`src/rtl/rbus_pkg.sv`:
```
package rbus_pkg;
  // default geometry of the result bus arbiter
  localparam int unsigned RBUS_UNITS_DEF = 4;
  localparam int unsigned RBUS_TAG_W_DEF = 6;
  // cycles from a sampled request to the result on the bus
  localparam int unsigned RBUS_LEAD      = 2;
endpackage

```
`src/rtl/rbus_req_stage.sv`:
```
module rbus_req_stage #(
  parameter int unsigned NUM_UNITS = 4,
  parameter int unsigned TAG_W     = 6
) (
  input  logic                       clk,
  input  logic                       rst,
  input  logic [NUM_UNITS-1:0]       req_i,
  input  logic [NUM_UNITS*TAG_W-1:0] tag_i,
  output logic [NUM_UNITS-1:0]       req_q,
  output logic [NUM_UNITS*TAG_W-1:0] tag_q
);
  // request propagation stage: capture requests and their tags
  always_ff @(posedge clk) begin
    if (rst) begin
      req_q <= '0;
      tag_q <= '0;
    end else begin
      req_q <= req_i;
      tag_q <= tag_i;
    end
  end
endmodule

```
`src/rtl/rbus_prio.sv`:
```
module rbus_prio #(
  parameter int unsigned NUM_UNITS = 4
) (
  input  logic                 clk,
  input  logic                 rst,
  input  logic [NUM_UNITS-1:0] cand,
  output logic [NUM_UNITS-1:0] gnt
);
  localparam logic [NUM_UNITS-1:0] ONE = NUM_UNITS'(1);

  // blocked[i] is set when some lower-index candidate exists
  logic [NUM_UNITS-1:0] blocked;

  assign blocked[0] = 1'b0;
  genvar gi;
  generate
    for (gi = 1; gi < NUM_UNITS; gi++) begin : g_chain
      assign blocked[gi] = blocked[gi-1] | cand[gi-1];
    end
    for (gi = 0; gi < NUM_UNITS; gi++) begin : g_gnt
      assign gnt[gi] = cand[gi] & ~blocked[gi];
    end
  endgenerate


  lowest_wins_chk: assert property (@(posedge clk) disable iff (rst)
    ((gnt - ONE) & cand) == '0);
endmodule

```
`src/rtl/rbus_sel_stage.sv`:
```
module rbus_sel_stage #(
  parameter int unsigned NUM_UNITS = 4,
  parameter int unsigned TAG_W     = 6
) (
  input  logic                       clk,
  input  logic                       rst,
  input  logic [NUM_UNITS-1:0]       req_q,
  input  logic [NUM_UNITS*TAG_W-1:0] tag_q,
  output logic [NUM_UNITS-1:0]       sel_o,
  output logic [TAG_W-1:0]           win_tag_o
);
  logic [NUM_UNITS-1:0] cand;
  logic [NUM_UNITS-1:0] gnt;
  logic [TAG_W-1:0]     tag_mux;

  // a request whose select is already out is a stale copy: drop it
  assign cand = req_q & ~sel_o;

  rbus_prio #(.NUM_UNITS(NUM_UNITS)) u_prio (
    .clk  (clk),
    .rst  (rst),
    .cand (cand),
    .gnt  (gnt)
  );

  always_comb begin
    tag_mux = '0;
    for (int i = 0; i < NUM_UNITS; i++) begin
      if (gnt[i]) tag_mux = tag_mux | tag_q[i*TAG_W +: TAG_W];
    end
  end

  always_ff @(posedge clk) begin
    if (rst) begin
      sel_o     <= '0;
      win_tag_o <= '0;
    end else begin
      sel_o     <= gnt;
      win_tag_o <= tag_mux;
    end
  end


  sel_onehot_chk: assert property (@(posedge clk) disable iff (rst)
    $onehot0(sel_o));

  no_reselect_chk: assert property (@(posedge clk) disable iff (rst)
    (sel_o != '0) |=> ((sel_o & $past(sel_o)) == '0));
endmodule

```
`src/rtl/rbus_drive.sv`:
```
module rbus_drive #(
  parameter int unsigned NUM_UNITS = 4,
  parameter int unsigned TAG_W     = 6
) (
  input  logic                 clk,
  input  logic                 rst,
  input  logic [NUM_UNITS-1:0] sel_i,
  input  logic [TAG_W-1:0]     win_tag_i,
  output logic                 bus_valid_o,
  output logic [TAG_W-1:0]     bus_tag_o
);
  // bus drive stage: result presented one cycle after the select
  always_ff @(posedge clk) begin
    if (rst) begin
      bus_valid_o <= 1'b0;
      bus_tag_o   <= '0;
    end else begin
      bus_valid_o <= |sel_i;
      bus_tag_o   <= (|sel_i) ? win_tag_i : '0;
    end
  end
endmodule

```
`src/rtl/rbus_arbiter.sv`:
```
module rbus_arbiter #(
  parameter int unsigned NUM_UNITS = rbus_pkg::RBUS_UNITS_DEF,
  parameter int unsigned TAG_W     = rbus_pkg::RBUS_TAG_W_DEF
) (
  input  logic                       clk,
  input  logic                       rst,
  input  logic [NUM_UNITS-1:0]       req_i,
  input  logic [NUM_UNITS*TAG_W-1:0] tag_i,
  output logic [NUM_UNITS-1:0]       sel_o,
  output logic                       bus_valid_o,
  output logic [TAG_W-1:0]           bus_tag_o
);
  logic [NUM_UNITS-1:0]       req_q;
  logic [NUM_UNITS*TAG_W-1:0] tag_q;
  logic [TAG_W-1:0]           win_tag;

  rbus_req_stage #(.NUM_UNITS(NUM_UNITS), .TAG_W(TAG_W)) u_req (
    .clk   (clk),
    .rst   (rst),
    .req_i (req_i),
    .tag_i (tag_i),
    .req_q (req_q),
    .tag_q (tag_q)
  );

  rbus_sel_stage #(.NUM_UNITS(NUM_UNITS), .TAG_W(TAG_W)) u_sel (
    .clk       (clk),
    .rst       (rst),
    .req_q     (req_q),
    .tag_q     (tag_q),
    .sel_o     (sel_o),
    .win_tag_o (win_tag)
  );

  rbus_drive #(.NUM_UNITS(NUM_UNITS), .TAG_W(TAG_W)) u_drv (
    .clk         (clk),
    .rst         (rst),
    .sel_i       (sel_o),
    .win_tag_i   (win_tag),
    .bus_valid_o (bus_valid_o),
    .bus_tag_o   (bus_tag_o)
  );


  sel_has_request_chk: assert property (@(posedge clk) disable iff (rst)
    (sel_o != '0) |-> ((sel_o & $past(req_i, 2)) == sel_o));

  bus_follows_sel_chk: assert property (@(posedge clk) disable iff (rst)
    (sel_o != '0) |=> bus_valid_o);

  bus_idle_chk: assert property (@(posedge clk) disable iff (rst)
    (sel_o == '0) |=> (!bus_valid_o && bus_tag_o == '0));
endmodule

```
`config.mk`:
```
export PLATFORM = sky130hd
export DESIGN_NAME = rbus_arbiter
export DESIGN_NICKNAME = d
export VERILOG_FILES = /design/src/rtl/rbus_pkg.sv /design/src/rtl/rbus_req_stage.sv /design/src/rtl/rbus_prio.sv /design/src/rtl/rbus_sel_stage.sv /design/src/rtl/rbus_drive.sv /design/src/rtl/rbus_arbiter.sv
export SDC_FILE = /design/constraint.sdc
export NUM_CORES = 1
export LEC_CHECK = 0
export BUFFER_PORTS_ARGS = -buffer_cell sky130_fd_sc_hd__buf_2
export CORE_MARGIN = 2
export CORE_UTILIZATION = 49
export DETAILED_ROUTE_END_ITERATION = 12
export PLACE_DENSITY = 0.76
export SLEW_MARGIN = 20
export SYNTH_ARGS = -nofsm -noshare
export SYNTH_HDL_FRONTEND = slang
export SYNTH_SLANG_ARGS = --single-unit
```
`constraint.sdc`:
```
create_clock -name clk -period 1.4 [get_ports clk]
set_input_delay 0.07 -clock clk [delete_from_list [all_inputs] [get_ports clk]]
set_output_delay 0.07 -clock clk [all_outputs]
set_load 0.01 [all_outputs]
```
==> qor.csv <==
metric,value,unit
status,finished clean,
xor/xnor share of the synthesized area,0,%
Post-CTS Setup Repair Bufs,0,
sequential fraction of the synthesis area,65.1,%
GRT overflow,0,
hold_ws,0.0446,ns
initial antenna violation count,0,
RD Place Congestion,0.711,
cell taking the most area after synthesis,dfxtp_1,
Fillers,196,
# DRC,0,
Initial Util,51.1,%
GRT Total Usage,18.7,%
pwr dens,1180,nW/um2
vias per cell,4.75,
simple-gate share of the synthesized area,25.6,%
worst slew pin tran,0.346,ns
num rows,19,
critical path launch point type,flip-flop,
"Req. time, crit path",1.66,ns
Initial DRT Pass Iterations,4,
RSZ-0062 raised after global routing,no,
Commonest cells post-synth,"45 x dfxtp_1, 30 x nor2b_1",
HPWL after DPL,1670,um
io pins,41,
largest net degree at the start of global routing,38,
"Clk pin slew, worst setup/hold paths",0.12,ns
Area growth syn-to-layout,42.1,%
# setup viols final,0,
switching share of total power,20.9,%
Synth Flop Type,dfxtp_1,
"EDFF count, synth",0,
Routed Antenna Nets,0,
Final Slew Violations,0,
synth warn,0,
Synth top area share,65.1,%
CP Class,flip-flop to flip-flop,
number of synthesized register bits,45,
Post-Synthesis Cells,121,
CP endpoint kind,flip-flop,
Peak VDD IR,993,uV
CTS resizes,0,
first-pass GRT wire length,4480,um
height of the die,57.1,um
Syn Nets,151,
worst-skew pair later-pin latency,0.35,ns
synthesized area per cell,11.4,um2
Seq pwr share,58.6,%
CTS tree,built,
Logic pwr share,9.2,%
Pleak,0.862,nW
CP max FO,7,
r2r setup slk,0.10,ns
synth top area cells,"dfxtp_1 65%, nor2b_1 14%, a221o_2 4.9%",
Sw Pwr,0.484,mW
Post-Syn Area,1380,um2
Hold Crit Class,primary input to flip-flop,
MaxCap Viol Count,0,
relative slew slack,76.9,%
Final Cycle Share,92.5,%
Ant. Diodes,0,
H-tree Lvls,2,
Int Pwr,1.84,mW
Arrival @ worst endpoint,1.55,ns
CTS max path bufs,2,
vias,1064,
Post-Synth Adder-Cell Area,0,%
most frequent cell after synthesis,dfxtp_1,
drt wl/cell,12.4,um
setup TNS,0,ns
min Tclk post-route,1.30,ns
Iter 0 DRT Violations,15,
die area,3260,um2
CTS root buf,clkbuf_4,
complex-gate fraction of the synthesized area,7.05,%
IO Port Bufs,40,
Synth async-reset ratio,0,%
Num CTS Buffers,5,
CTS Sinks,45,
Core Region,2710,um2
clock power share,32.2,%
share of cells above drive strength 1,30.6,%
vias in the first global route,1060,
Fin. Hold Viols,0,
"Net count, final",223,
largest family of logic cells by synthesized area,simple AND/OR/NAND/NOR gates,
f_max,0.772,GHz
die span in x,57.1,um
Post-Route WL,2770,um
Post-Route Skew,0.00314,ns
# hold bufs at CTS,28,
Yosys cell types,18,
mux cell area share after synthesis,0,%
==> registers in the layout, summed over array words and instances (netlist names) <==
| signal | count |
|---|---|
| u_req.tag_q | 24 |
| u_drv.bus_tag_o | 6 |
| u_sel.win_tag_o | 6 |
| u_req.req_q | 4 |
| u_sel.sel_o | 4 |
| u_drv.bus_valid_o | 1 |
==> logic make-up after synthesis <==
| family | after synthesis |
|---|---|
| buffers and inverters | 6 |
| flip-flops | 45 |
| AND/OR/NAND/NOR | 58 |
| AO/OA/AOI/OAI | 12 |
==> cells in the final DEF (no fill, tap or decap) <==
cell type / count
dfxtp_1: 45
buf_2: 40
nor2b_1: 30
dlygate4sd3_1: 28
nand2_1: 6
nand3_1: 6
a21oi_1: 6
a221o_2: 6
and2_1: 6
clkbuf_4: 5
buf_4: 3
nor2_4: 2
nor2_1: 2
or3_4: 1
nand2b_1: 1
nand3b_1: 1
or2b_1: 1
nor3b_1: 1
nor4_1: 1
bufinv_16: 1
clkinv_2: 1
==> power groups by stage <==
| stage | clock network (mW) | registers, mW | logic (mW) |
|---|---|---|---|
| 6_report | 0.746 | 1.36 | 0.214 |
| 5_1_grt | 0.817 | 1.37 | 0.236 |
| 4_1_cts | 0.763 | 1.36 | 0.212 |
| 3_5_place_dp | 0 | 1.39 | 0.152 |
| 3_3_place_gp | 0 | 1.39 | 0.146 |
| 2_1_floorplan | 0 | 1.39 | 0.0894 |
==> worst max-delay path, cell delays in order, from the launching register on <==
cell and delay [ns]:
dfxtp_1 0.36, or2b_1 0.32, nand3_1 0.13, a21oi_1 0.09, a221o_2 0.30
==> area by class of cell <==
cell class / instances / area [um2] / area share [%]
tap: 31 / 38.8 / 1.97
timing repair buffer: 71 / 503 / 25.6
clock inverter: 2 / 35.0 / 1.78
sequential: 45 / 901 / 45.8
clock buffer: 5 / 37.5 / 1.91
multi-input combinational: 70 / 452 / 23.0
==> path summary, 6_finish.rpt <==
path / startpoint / to / cells after the start
worst max-delay path: u_sel.sel_o[0] / u_sel.win_tag_o[3] / 4
worst min-delay path: rst / u_sel.sel_o[3] / 3
worst max register to register: u_sel.sel_o[0] / u_sel.win_tag_o[3] / 4
worst min register to register: u_sel.win_tag_o[5] / u_drv.bus_tag_o[5] / 1
==> stage by stage <==
step                      area [um2]  utilization, %  total power [mW]  worst slack (ns)  cells
after floorplan                 1380               -              1.47            0.0561    121
after global placement          1610            59.6              1.53             0.180    189
after detailed placement        1610            59.6              1.54             0.142    189
after CTS                       1970            72.6              2.34            0.0945    224
after global routing            1970            72.6              2.42            0.0399    224
final                           1970            72.6              2.32             0.104    224
==> metal layers <==
layer | global-route usage, % | wire length, um | vias up
met4 | 7.97 | 63 | 0
met2 | 35.5 | 1500 | 38
met3 | 7.03 | 154 | 8
met1 | 17.9 | 1060 | 482
met5 | 0 | 0 | -
li1 | - | - | 536
(Power assumes the default switching activity.)
